File: src/rtl/bsq_pkg.sv
package bsq_pkg;

  typedef enum logic {
    SRC_CTRL = 1'b0,
    SRC_PROC = 1'b1
  } start_src_e;

  typedef struct packed {
    logic       load;
    start_src_e src;
  } strobe_dec_t;

endpackage

File: src/rtl/bsq_mode_pin.sv
module bsq_mode_pin (
  input  logic order_pin,
  output logic interleave
);

  // Only a firm low selects linear order; an open pin reads as interleaved.
  always_comb begin
    interleave = (order_pin === 1'b0) ? 1'b0 : 1'b1;
  end

endmodule

File: src/rtl/bsq_strobe_arb.sv
module bsq_strobe_arb
  import bsq_pkg::*;
(
  input  logic        strb_proc_n,
  input  logic        strb_ctrl_n,
  input  logic        ce1_n,
  output strobe_dec_t dec
);

  logic proc_ok;
  logic ctrl_ok;

  always_comb begin
    proc_ok  = ~strb_proc_n & ~ce1_n;
    ctrl_ok  = ~strb_ctrl_n;
    dec.load = proc_ok | ctrl_ok;
    dec.src  = proc_ok ? SRC_PROC : SRC_CTRL;
  end

endmodule

File: src/rtl/bsq_chip_sel.sv
module bsq_chip_sel (
  input  logic clk,
  input  logic rst_n,
  input  logic load,
  input  logic ce1_n,
  input  logic ce2,
  input  logic ce3_n,
  output logic selected
);

  logic sel_q;
  logic sel_d;
  logic sel_en;

  always_comb begin
    sel_en = load;
    sel_d  = ~ce1_n & ce2 & ~ce3_n;
  end

  always_ff @(posedge clk or negedge rst_n) begin
    if (!rst_n) begin
      sel_q <= 1'b0;
    end else if (sel_en) begin
      sel_q <= sel_d;
    end
  end

  assign selected = sel_q;

endmodule

File: src/rtl/bsq_burst_ctr.sv
module bsq_burst_ctr #(
  parameter int ADDR_W = 20,
  parameter int CNT_W  = 2
) (
  input  logic              clk,
  input  logic              rst_n,
  input  logic              load,
  input  logic              adv,
  input  logic              interleave,
  input  logic [ADDR_W-1:0] addr_in,
  output logic [ADDR_W-1:0] word_addr
);

  localparam int UP_W = ADDR_W - CNT_W;

  logic [UP_W-1:0]  upper_q, upper_d;
  logic [CNT_W-1:0] base_q,  base_d;
  logic [CNT_W-1:0] cnt_q,   cnt_d;
  logic             reg_en;
  logic [CNT_W-1:0] low_lin;
  logic [CNT_W-1:0] low_ilv;

  always_comb begin
    reg_en = load | adv;
    upper_d = upper_q;
    base_d  = base_q;
    cnt_d   = cnt_q;
    if (load) begin
      upper_d = addr_in[ADDR_W-1:CNT_W];
      base_d  = addr_in[CNT_W-1:0];
      cnt_d   = '0;
    end else if (adv) begin
      cnt_d   = cnt_q + 1'b1;
    end
  end

  always_ff @(posedge clk or negedge rst_n) begin
    if (!rst_n) begin
      upper_q <= '0;
      base_q  <= '0;
      cnt_q   <= '0;
    end else if (reg_en) begin
      upper_q <= upper_d;
      base_q  <= base_d;
      cnt_q   <= cnt_d;
    end
  end

  assign low_lin = base_q + cnt_q;

  for (genvar b = 0; b < CNT_W; b++) begin : g_ilv
    assign low_ilv[b] = base_q[b] ^ cnt_q[b];
  end

  assign word_addr = {upper_q, (interleave ? low_ilv : low_lin)};

endmodule

File: src/rtl/burst_addr_seq.sv
module burst_addr_seq
  import bsq_pkg::*;
#(
  parameter int ADDR_W = 20,
  parameter int CNT_W  = 2,
  parameter int SYNC_N = 2
) (
  input  logic              clk,
  input  logic              rst_n,
  input  logic [ADDR_W-1:0] addr_in,
  input  logic              strb_proc_n,
  input  logic              strb_ctrl_n,
  input  logic              adv_n,
  input  logic              ce1_n,
  input  logic              ce2,
  input  logic              ce3_n,
  input  logic              order_sel,
  output logic [ADDR_W-1:0] word_addr,
  output logic              selected,
  output logic              start_pulse,
  output logic              start_src
);

  logic [SYNC_N-1:0] rst_pipe_q;
  logic              rst_sync_n;
  strobe_dec_t       dec;
  logic              interleave;
  logic              pulse_q, pulse_d;
  start_src_e        src_q, src_d;

  always_ff @(posedge clk or negedge rst_n) begin
    if (!rst_n) begin
      rst_pipe_q <= '0;
    end else begin
      rst_pipe_q <= {rst_pipe_q[SYNC_N-2:0], 1'b1};
    end
  end
  assign rst_sync_n = rst_pipe_q[SYNC_N-1];

  bsq_mode_pin u_mode (
    .order_pin  (order_sel),
    .interleave (interleave)
  );

  bsq_strobe_arb u_arb (
    .strb_proc_n (strb_proc_n),
    .strb_ctrl_n (strb_ctrl_n),
    .ce1_n       (ce1_n),
    .dec         (dec)
  );

  bsq_chip_sel u_sel (
    .clk      (clk),
    .rst_n    (rst_sync_n),
    .load     (dec.load),
    .ce1_n    (ce1_n),
    .ce2      (ce2),
    .ce3_n    (ce3_n),
    .selected (selected)
  );

  bsq_burst_ctr #(
    .ADDR_W (ADDR_W),
    .CNT_W  (CNT_W)
  ) u_ctr (
    .clk        (clk),
    .rst_n      (rst_sync_n),
    .load       (dec.load),
    .adv        (~adv_n),
    .interleave (interleave),
    .addr_in    (addr_in),
    .word_addr  (word_addr)
  );

  always_comb begin
    pulse_d = dec.load;
    src_d   = dec.load ? dec.src : src_q;
  end

  always_ff @(posedge clk or negedge rst_sync_n) begin
    if (!rst_sync_n) begin
      pulse_q <= 1'b0;
      src_q   <= SRC_CTRL;
    end else begin
      pulse_q <= pulse_d;
      src_q   <= src_d;
    end
  end

  assign start_pulse = pulse_q;
  assign start_src   = src_q;

endmodule

File: config.mk
export PLATFORM = sky130hd
export DESIGN_NAME = burst_addr_seq
export DESIGN_NICKNAME = d
export VERILOG_FILES = /design/src/rtl/bsq_pkg.sv /design/src/rtl/bsq_mode_pin.sv /design/src/rtl/bsq_strobe_arb.sv /design/src/rtl/bsq_chip_sel.sv /design/src/rtl/bsq_burst_ctr.sv /design/src/rtl/burst_addr_seq.sv
export SDC_FILE = /design/constraint.sdc
export NUM_CORES = 1
export LEC_CHECK = 0
export BUFFER_PORTS_ARGS = -buffer_cell sky130_fd_sc_hd__buf_2
export CORE_ASPECT_RATIO = 0.7
export CORE_MARGIN = 1.5
export CORE_UTILIZATION = 35
export DETAILED_ROUTE_END_ITERATION = 10
export HOLD_SLACK_MARGIN = 0.06
export SLEW_MARGIN = 30
export SYNTH_ARGS = -nofsm -noshare
export SYNTH_HDL_FRONTEND = slang
export SYNTH_SLANG_ARGS = --single-unit
File: constraint.sdc
create_clock -name clk -period 1.19 [get_ports clk]
set_input_delay 0.119 -clock clk [delete_from_list [all_inputs] [get_ports clk]]
set_output_delay 0.119 -clock clk [all_outputs]
set_load 0.005 [all_outputs]
* Word level (Yosys, flattened, before mapping)
Cells that the tools add are included.
Operators by class: multiplexer cells 4, equality and inequality tests 2, bitwise operators 12, reduce and logical (&&, ||, !) cells 2, $add $sub $neg 2
Operators with widths (count):
- $mux W2 | 3
- $not A1 Y1 | 5
- $reduce_and A2 Y1 | 2
- $and A1 B1 Y1 | 3
- $add A2 B1 Y2 const B | 1
- $add A2 B2 Y2 | 1
- $ne A2 B1 Y1 const B | 1
- $or A1 B1 Y1 | 2
- $xor A1 B1 Y1 | 2
- $eqx A1 B1 Y1 const B | 1
- $mux W1 | 1
Word-level totals: input port bits 29, output and inout bits 23, logic and storage cells 29, flip-flop bits (word level) 27

* Longest topological paths before layout
Gate-level depths: netlist of run 1.
depth after elaboration 5, depth in mapped cells 3, gate-level depth less buffers 3

* By module
From an unflattened synthesis of run 1, not the netlist that was laid out.
Second synthesis, totals: cell total of the unflattened synthesis 67, area, all modules 1059.8 µm²
Modules (own cells, without submodules):
- bsq_burst_ctr | cells an instance 53, times used 1, area an instance 869.6 µm², seq. area each 550.5 µm²
- burst_addr_seq | cells an instance 7, times used 1, area an instance 122.6 µm², seq. area each 100.1 µm²
- bsq_chip_sel | cells an instance 3, times used 1, area an instance 43.8 µm², seq. area each 25.0 µm²
- bsq_strobe_arb | cells an instance 3, times used 1, area an instance 16.3 µm², seq. area each 0.0 µm²
- bsq_mode_pin | cells an instance 1, times used 1, area an instance 7.5 µm², seq. area each 0.0 µm²

* Least setup slack after synthesis of run 1
OpenSTA, ideal clock, no wires.
path type register to output, start point reg u_ctr.cnt_q[0], end point out word_addr[1], buffers on the path 0, data arrival time 0.828 ns, cell stages (with the launch flop) 4, setup slack 0.243 ns, path through dfrtp_1 > ha_1 > nor2b_1 > xnor2_1
On the way: cells in the longest elaborated chain, start to end 2
RTL lines:
- start, declared | line bsq_burst_ctr.sv:18 | logic [CNT_W-1:0] cnt_q, cnt_d;
- start signal, assigned | line bsq_burst_ctr.sv:45 | cnt_q <= cnt_d;
- $add A2 B2 Y2 | line bsq_burst_ctr.sv:49 | assign low_lin = base_q + cnt_q;
- $mux W2 | line bsq_burst_ctr.sv:55 | assign word_addr = {upper_q, (interleave ? low_ilv : low_lin)};
- end, declared | line burst_addr_seq.sv:18 | output logic [ADDR_W-1:0] word_addr,
Every way passes these cells.

* Worst setup path in the final report of run 1
start point reg u_ctr.base_q[0], end point out word_addr[1]
On the way: cells in the longest elaborated chain, start to end 2
RTL lines:
- start, declared | line bsq_burst_ctr.sv:17 | logic [CNT_W-1:0] base_q, base_d;
- start signal, assigned | line bsq_burst_ctr.sv:44 | base_q <= base_d;
- $add A2 B2 Y2 | line bsq_burst_ctr.sv:49
- $mux W2 | line bsq_burst_ctr.sv:55
Every way passes these cells.

==> summary.md, run 1 <==
| Metric | Value |
|---|---|
| Status | finished with violations |
| Violated checks | negative setup slack |
| Worst hold slack | roughly 0.078 ns |
| Peak supply drop | between 0.6 and 0.7 mV |
| H-Tree Depth | 1 |
| Total grt overflow | 0 |
| I/O pin count | 52 |
| Setup Skew | 0.00309 ns |
| DRT Pass-1 Iters | 4 |
| Setup tns final | -0.119 ns |
| Grt peak-use layer | met2 |
| Final wirelength | approximately 1.9 mm |
| Setup CP Type | flop to output pin |
| Clock sink count | 27 |
| Library cells used by synthesis | 14 |
| Sequential share of power | 56.2% |
| Longest Clk Path Bufs | 2 |
| Cell family with most CP delay | flip-flops |
| GRT Total Usage | around an eighth |
| Buf+Inv Stages, Crit Path | 1 |
| Required time of the critical path | about 1.1 ns |
| Worst-Skew Late Latency | 0.26 ns |
| Power density over cell area | 1290 nW/um^2 |
| Number of I/O port buffers | 51 |
| Commonest cells after routing, fill and taps aside | buf_2, dfrtp_1, mux2_2 |
| Cell internal pwr | between 1 and 1.5 mW |
| Area growth from synthesis to layout | 38.8% |
| Routed Antenna Nets | 0 |
| Die area | between 3000 and 4000 sq um |
| Die W | 68.1 um |
| Min-delay worst type | input pin to flop |
| Critical-path cell list | ha_2 > nor2b_4 > xnor2_1 > buf_2 |
| Peak Freq | 764 MHz |
| Post-Syn Nets | 96 |
| Largest net degree at the start of global routing | 25 |
| Met2 Use GR | ~17% |
| Gate power share | 16.8% |
| DRC violations left | 0 |
| Post-Syn Area | a little over 1000 sq um |
| Final setup vio count | 1 |
| First-pass GRT wire length | ~2.9 mm |
| Final min period | around 1.3 ns |
| Initial antenna violation count | 0 |
| Initial Utilization | 37.1% |
| CTS tree | yes |
| Cells after Synth | between 60 and 70 |
| Initial drt markers | 14 |
| Pleak | 0.700 nW |
| Number of global-route vias before repair | roughly 650 |
| Clock buffer count from CTS | 3 |
| Row cnt | 16 |
| Crit path arrival time | 1.19 ns |
| Placeable Area | ~2800 sq um |
| Die height | roughly 50 um |
| Global routing usage on met1 | roughly 17% |
| Register area share after synthesis | around two thirds |
| CP Max Fanout | 2 |
| Final Net Count | 157 |
| Clock Power Share | between 20% and 30% |
| Synth Warn # | 0 |
| Fillers | 270 |
| Synthesized area per cell | roughly 16 sq um |
| Slew Viols, Final | 0 |
| Switching power of the nets | approximately 0.42 mW |
| R2R Setup Slk | 0.09 ns |
| Worst-path clk slew | approximately 0.09 ns |
| Crit share post-route | 110% |
| Setup crit end kind | output pin |
| Antenna cell count | 0 |
| Met3 usage | roughly 4.2% |
| Number of synthesized register bits | 27 |
| Detailed placement HPWL | between 1 and 1.5 mm |
| Max-cap violations | 0 |
| Startpoint types | flop |
| Final Hold Viols | 0 |
| Setup ws final | -0.119 ns |
| Commonest non-fill, non-tap cell in the layout | buf_2 |
| Sw frac | between 20 and 25% |
| Slowest cell on crit path | dfrtp_1 |
| CP peak stage delay | slightly below 0.4 ns |
| RSZ-0062 raised after global routing | true |
| Via count | 708 |
| Wire per inst | 11.6 um |
| Root buffer cell | clkbuf_8 |
| Layout cells sized above 1 | about two thirds |
| Routability cong. | between 0.6 and 0.7 |
| Vias per cell | about 4.4 |
[registers in the layout (all words and copies together) (netlist names)]
name,flops
u_ctr.upper_q,18
rst_pipe_q,2
u_ctr.base_q,2
u_ctr.cnt_q,2
start_pulse,1
start_src,1
u_sel.selected,1
[worst reg2reg max path, stage by stage, from the launching register on]
cell and delay (ns):
dfrtp_1 0.39, buf_4 0.13, buf_4 0.12, nor2b_1 0.14, xnor2_1 0.16, nor2_1 0.06
[per-layer routing]
layer	vias up	share of wire (%)
met5	-	0
met4	0	1.3
met3	5	9.2
met2	32	46
met1	329	44
li1	342	-
[path summary, 6_finish.rpt]
kind | from | end | cells after the start
max | u_ctr.base_q[0]$_DFFE_PN0P_ | word_addr[1] | 4
min | addr_in[18] | u_ctr.upper_q[16]$_DFFE_PN0P_ | 2
max reg2reg | u_ctr.cnt_q[0]$_DFFE_PN0P_ | u_ctr.cnt_q[1]$_DFFE_PN0P_ | 5
min reg2reg | rst_pipe_q[1]$_DFF_PN0_ | u_ctr.upper_q[3]$_DFFE_PN0P_ | 1
max in group asynchronous | rst_pipe_q[1]$_DFF_PN0_ | u_ctr.cnt_q[0]$_DFFE_PN0P_ | 1
min in group asynchronous | rst_n | rst_pipe_q[0]$_DFF_PN0_ | 2
[cell families (layout without fill, tap and decap cells)]
kind of cell / after synthesis / in the layout / share of synthesized area, %
AOI/OAI and AO/OA: 4 / 4 / 3.25
and+or+nand+nor: 7 / 7 / 3.37
adders and majority gates: 1 / 1 / 1.20
xor gates and xnor gates: 3 / 3 / 2.53
muxes: 20 / 20 / 21.7
other: 1 / 1 / 0.361
buffers and inverters: 3 / 63 / 2.53
DFF: 27 / 27 / 65.1
[synthesized netlist by cell type]
cell	n	area, sq um
dfrtp_1	27	676
nor2_1	1	3.75
a211oi_1	1	7.51
ha_1	1	12.5
conb_1	1	3.75
nor3_1	1	5.00
o21ai_0	2	10.0
o21ai_4	1	16.3
xnor2_1	3	26.3
buf_6	2	22.5
nor2b_1	3	18.8
nand2_1	2	7.51
inv_1	1	3.75
mux2_2	20	225
[final cells by class]
type | count | area [sq um] | share of cell area [%]
well taps | 36 | 45.0 | 3.13
multi-input cells | 36 | 347 | 24.0
clock buffers | 4 | 45.0 | 3.13
flip-flops and latches | 27 | 676 | 46.9
inverters | 1 | 3.75 | 0.260
repair buffers | 58 | 325 | 22.6
[what timing repair did]
action                     in CTS  in global routing
setup endpoints to repair       2                  2
setup buffers                   1                  1
pin swaps                       2                  1
resized for setup               3                  0
hold buffers                    2                  0
hold endpoints to repair        3                  0
[per-stage QoR]
step / util (%) / instance area [sq um] / setup slack, ns / power (mW) / instances
final: 51.4 / 1440 / -0.119 / 1.85 / 162
after detailed placement: 48.2 / 1350 / 0.107 / 1.36 / 154
after floorplan: - / 1040 / 0.243 / 1.20 / 66
after CTS: 51.2 / 1430 / -0.165 / 1.89 / 161
after global routing: 51.4 / 1440 / -0.172 / 1.96 / 162
after global placement: 48.2 / 1350 / 0.124 / 1.35 / 154
[power groups by stage]
stage | Sequential [mW] | Combinational [mW] | Clock (mW)
after floorplan | 1.07 | 0.128 | 0
after global placement | 1.06 | 0.296 | 0
after detailed placement | 1.06 | 0.303 | 0
after CTS | 1.04 | 0.316 | 0.529
after global routing | 1.05 | 0.343 | 0.564
final | 1.04 | 0.312 | 0.501
Note: power is estimated with default switching activity, not from simulation.
==> inputs of run 2 (changes only) <==
CORE_MARGIN = 10   (was 1.5)
clock period = 1.4 ns   (was 1.19 ns; I/O delays follow)
==> run 2 against run 1 <==
The run now ends clean. Global-route usage shrank 3.7 points. Worst setup slack gained 0.17 ns. Utilization shrank 1.1 points. Critical path depth is the same. Sequential power shrank 15%. Combinational power shrank 15%. Via count grew 0.42%. Clock power shrank 16%. First-iteration DRC count grew 120%. Die area grew 69%. Total power shrank 15%. Clock-buffer cell count shrank 1.
==> summary.md, run 2 (synthesized netlist as in run 1, its figures left out) <==
| Metric | Value |
|---|---|
| Met2 Use GR | approximately an eighth |
| Min-delay worst type | input pin to flop |
| Clock sink count | 27 |
| Worst-path clk slew | 0.09 ns |
| Crit share post-route | between 90 and 100% |
| Setup CP Type | flop to output pin |
| Setup Skew | 0.00479 ns |
| Grt peak-use layer | met2 |
| I/O pin count | 52 |
| DRC violations left | 0 |
| Met3 usage | 5.91% |
| Power, Total | 1.57 mW |
| Layout cells sized above 1 | between 60% and 70% |
| Biggest register | u_ctr.upper_q |
| Final min period | roughly 1.4 ns |
| Detailed placement HPWL | around 2.0 mm |
| Row cnt | 16 |
| Setup ws final | around 0.05 ns |
| RSZ-0062 raised after global routing | true |
| Global routing usage on met1 | 8.75% |
| Die W | approximately 85 um |
| Post-place setup slack | ~0.29 ns |
| Root buffer cell | clkbuf_8 |
| Largest net degree at the start of global routing | 16 |
| Area growth from synthesis to layout | 36.7% |
| Longest Clk Path Bufs | 2 |
| Crit path arrival time | 1.21 ns |
| GRT Total Usage | under 10% |
| Wire per inst | approximately 14 um |
| Peak supply drop | 0.617 mV |
| H-Tree Depth | 1 |
| Final Net Count | about 160 |
| Antenna cell count | 0 |
| Total grt overflow | 0 |
| Initial Utilization | 36.8% |
| Number of global-route vias before repair | between 800 and 900 |
| Clock buffer count from CTS | 3 |
| Max reg flops | 18 |
| Required time of the critical path | between 1 and 1.5 ns |
| Final setup vio count | 0 |
| DRT Pass-1 Iters | 4 |
| Commonest cells after routing, fill and taps aside | buf_2, dfrtp_1, mux2_2 |
| Initial antenna violation count | 0 |
| Fillers | 259 |
| Status | completed |
| Pleak | just under 0.7 nW |
| Power density over cell area | roughly 1100 nW/um^2 |
| CP Max Fanout | 3 |
| Startpoint types | flop |
| Die area | 5580 sq um |
| Max-cap violations | 0 |
| Via count | approximately 710 |
| Post-route insts no fill | about 160 |
| Routed Antenna Nets | 0 |
| Setup crit end kind | output pin |
| CTS tree | yes |
| Initial drt markers | 31 |
| Cell Count Post-Placement | around 160 |
| First-pass GRT wire length | about 3.7 mm |
| Slew Viols, Final | 0 |
| Number of I/O port buffers | 51 |
| Peak Freq | ~740 MHz |
| Worst-Skew Late Latency | 0.26 ns |
| Commonest non-fill, non-tap cell in the layout | buf_2 |
| Vias per cell | approximately 4.4 |
| Final Hold Viols | 0 |
| Routability cong. | around 0.73 |
| Final wirelength | about 2.3 mm |
| Die height | roughly 66 um |
| Placeable Area | around 2800 sq um |
run 2: changes by cell type in the layout (fill, tap and decap cells not counted):
cell	before	now
buf_4	4	5
clkinv_2	0	1
dlygate4sd3_1	2	1
buf_12	1	0
clkbuf_1	1	0
run 2: repair_timing:
action,CTS,global route
endpoints found under the setup margin,0,1
hold buffers,1,0
resized for setup,0,3
buffers inserted,0,1
hold endpoints to repair,2,0
run 2: power breakdown:
group	switching (mW)	internal, mW
clock	0.221	0.199
sequential	0.0336	0.850
combinational	0.109	0.156
total	0.363	1.20
run 2: path summary, 6_finish.rpt:
check,endpoint,startpoint,slack (ns),cells past startpoint
setup / recovery,word_addr[1],u_ctr.cnt_q[0]$_DFFE_PN0P_,0.05,4
setup reg to reg,u_ctr.cnt_q[1]$_DFFE_PN0P_,u_ctr.cnt_q[0]$_DFFE_PN0P_,0.50,3
hold / removal,u_sel.selected$_DFFE_PN0P_,ce2,0.1,3
min in group asynchronous,rst_pipe_q[0]$_DFF_PN0_,rst_n,0.17,2
max in group asynchronous,u_ctr.upper_q[2]$_DFFE_PN0P_,rst_pipe_q[1]$_DFF_PN0_,1.03,1
hold reg to reg,u_ctr.upper_q[10]$_DFFE_PN0P_,rst_pipe_q[1]$_DFF_PN0_,0.20,1
run 2: area by class of cell:
type	count	area, sq um	area share, %
Tap cell	36	45.0	3.17
Sequential cell	27	676	47.6
Inverter	1	3.75	0.264
Clock buffer	3	41.3	2.91
Multi-Input combinational cell	36	347	24.4
Clock inverter	1	5.00	0.352
Timing Repair Buffer	57	303	21.3
run 2: layer usage:
layer	up-vias	routed length, um
met5	-	0
met4	0	8
met3	2	269
met2	30	1050
met1	338	996
li1	341	-
run 2: stage by stage:
step	instance area, sq um	setup TNS (ns)	hold WS (ns)	util (%)
after floorplan	1040	0	-0.156	-
after global placement	1350	0	-0.0745	47.7
after detailed placement	1350	0	-0.0712	47.7
after CTS	1400	0	0.0851	49.7
after global routing	1420	-0.0604	0.0832	50.3
final	1420	0	0.0985	50.3
run 2: worst max-delay path, cell delays in order, from the launching register on:
cell	delay, ns
dfrtp_1	0.40
ha_2	0.18
nor2b_4	0.12
xnor2_1	0.13
buf_2	0.13
==> inputs of run 3 (changes only) <==
RECOVER_POWER = 100   (was unset)
==> run 3 against run 2 <==
Clock skew barely moved. Combinational power decreased by 8.7%. Final cell count is the same. Global-route usage unchanged. Die area unchanged. Clock-buffer cell count did not move. Via count rose by 0.14%. Register-to-register slack got worse by 0.04 ns. Clock power about the same. Wire length is 0.65% higher. Critical path type unchanged. Sequential cell count stayed put.
==> summary.md, run 3 (synthesized netlist as in run 1, its figures left out) <==
| Metric | Value |
|---|---|
| CTS tree | yes |
| Final Net Count | 156 |
| Clock buffer count from CTS | 3 |
| DRC violations left | 0 |
| Peak supply drop | 0.610 mV |
| Power density over cell area | between 1000 and 1500 nW/um^2 |
| Area growth from synthesis to layout | 31.8% |
| Die area | roughly 5600 sq um |
| Status | completed |
| Number of global-route vias before repair | around 800 |
| I/O pin count | between 50 and 60 |
| DRT Pass-1 Iters | 4 |
| Die W | approximately 85 um |
| Slew Viols, Final | 0 |
| Total grt overflow | 0 |
| Crit share post-route | between 90% and 100% |
| GRT Total Usage | ~8.2% |
| Setup crit end kind | output pin |
| Worst-Skew Late Latency | around 0.26 ns |
| Initial drt markers | 12 |
| Initial Utilization | around 37% |
| Die height | around 66 um |
| Initial antenna violation count | 0 |
| H-Tree Depth | 1 |
| Required time of the critical path | around 1.3 ns |
| Max reg flops | 18 |
| Root buffer cell | clkbuf_8 |
| Routed Antenna Nets | 0 |
| Final wirelength | roughly 2.3 mm |
| Setup tns final | 0 ns |
| Wire length on met1 | 1.03 mm |
| Final min period | 1.35 ns |
| Antenna cell count | 0 |
| Power, Total | 1.54 mW |
| Commonest non-fill, non-tap cell in the layout | buf_2 |
| Metal2 WL | about 1.1 mm |
| Commonest cells after routing, fill and taps aside | buf_2, dfrtp_1, clkbuf_1 |
| Top layer in use | met3 |
| Dpl cell area | about 1300 sq um |
| Crit path arrival time | 1.21 ns |
| Number of I/O port buffers | 51 |
| Detailed placement HPWL | 1.99 mm |
| Wire per inst | ~15 um |
| Layout cells sized above 1 | 46.4% |
| CP Launch Point | u_ctr.cnt_q[0]$_DFFE_PN0P_ |
| Slew HR | between 50% and 60% |
| Min-delay worst type | input pin to flop |
| Biggest register | u_ctr.upper_q |
| CP Max Fanout | 3 |
| Tightest Pin Transition | roughly 0.70 ns |
| Startpoint types | flop |
| Peak Freq | around 740 MHz |
| RSZ-0062 raised after global routing | true |
| HP Start | strb_proc_n |
| Fillers | between 200 and 300 |
| Row cnt | 16 |
| Largest net degree at the start of global routing | 16 |
| Final setup vio count | 0 |
| Design area | ~1400 sq um |
| Worst-path clk slew | approximately 0.090 ns |
| Pleak | between 0.6 and 0.7 nW |
| Routability cong. | around 0.73 |
| First-pass GRT wire length | 3.70 mm |
| Via count | ~700 |
| Clock sink count | 27 |
| Setup Skew | slightly below 0.005 ns |
| R2R Setup Slk | between 0.4 and 0.5 ns |
| WL met3 | roughly 260 um |
| Longest Clk Path Bufs | 2 |
| Placeable Area | approximately 2800 sq um |
| Max-cap violations | 0 |
| Vias per cell | 4.42 |
| Setup CP Type | flop to output pin |
| Critical R2R Launch | u_ctr.cnt_q[0]$_DFFE_PN0P_ |
| Final Hold Viols | 0 |
-- run 3: final timing paths --
path                                            endpoint  depth (start not counted)
max in group asynchronous   u_ctr.upper_q[2]$_DFFE_PN0P_                          1
min in group asynchronous        rst_pipe_q[0]$_DFF_PN0_                          2
setup reg to reg              u_ctr.cnt_q[1]$_DFFE_PN0P_                          3
hold / removal                     start_src$_DFFE_PN0P_                          2
setup / recovery                            word_addr[1]                          4
hold reg to reg            u_ctr.upper_q[16]$_DFFE_PN0P_                          1
-- run 3: report_power, final --
group | internal [mW] | total [mW] | switching, mW | leakage (nW)
Combinational | 0.134 | 0.242 | 0.107 | 0.275
Sequential | 0.850 | 0.885 | 0.0348 | 0.320
Clock | 0.199 | 0.417 | 0.218 | 0.0255
-- run 3: layout make-up --
cell class,instances,area (sq um),share of cell area [%]
flip-flops and latches,27,676,49.4
clock buffers,3,41.3,3.02
repair buffers,57,263,19.2
multi-input cells,36,335,24.5
inverters,1,3.75,0.274
well taps,36,45.0,3.29
clock inverters,1,5.00,0.366
-- run 3: repair_timing --
item | CTS | global route
resized for setup | 0 | 3
hold buffers | 1 | 0
setup buffers | 0 | 1
setup endpoints to repair | 0 | 1
endpoints found under the hold margin | 2 | 0
-- run 3: critical path: stages (launching register included) --
cell	delay (ns)
dfrtp_1	0.40
ha_2	0.18
nor2b_4	0.12
xnor2_1	0.13
buf_2	0.13
-- run 3: routing by layer --
layer / up-vias / GRT usage, %
li1: 343 / -
met1: 337 / 8.75
met2: 32 / 12.9
met3: 0 / 5.91
met4: 0 / 1.84
met5: - / 0
-- run 3: metrics by stage --
step	util [%]	cells	worst slack, ns	hold WS (ns)
detailed placement	47.7	155	0.286	-0.0712
CTS	49.7	160	0.00853	0.0851
finish	48.5	161	0.0483	0.0777
floorplan	-	66	0.432	-0.156
global route	48.5	161	-0.0604	0.0612
global placement	47.7	155	0.310	-0.0745
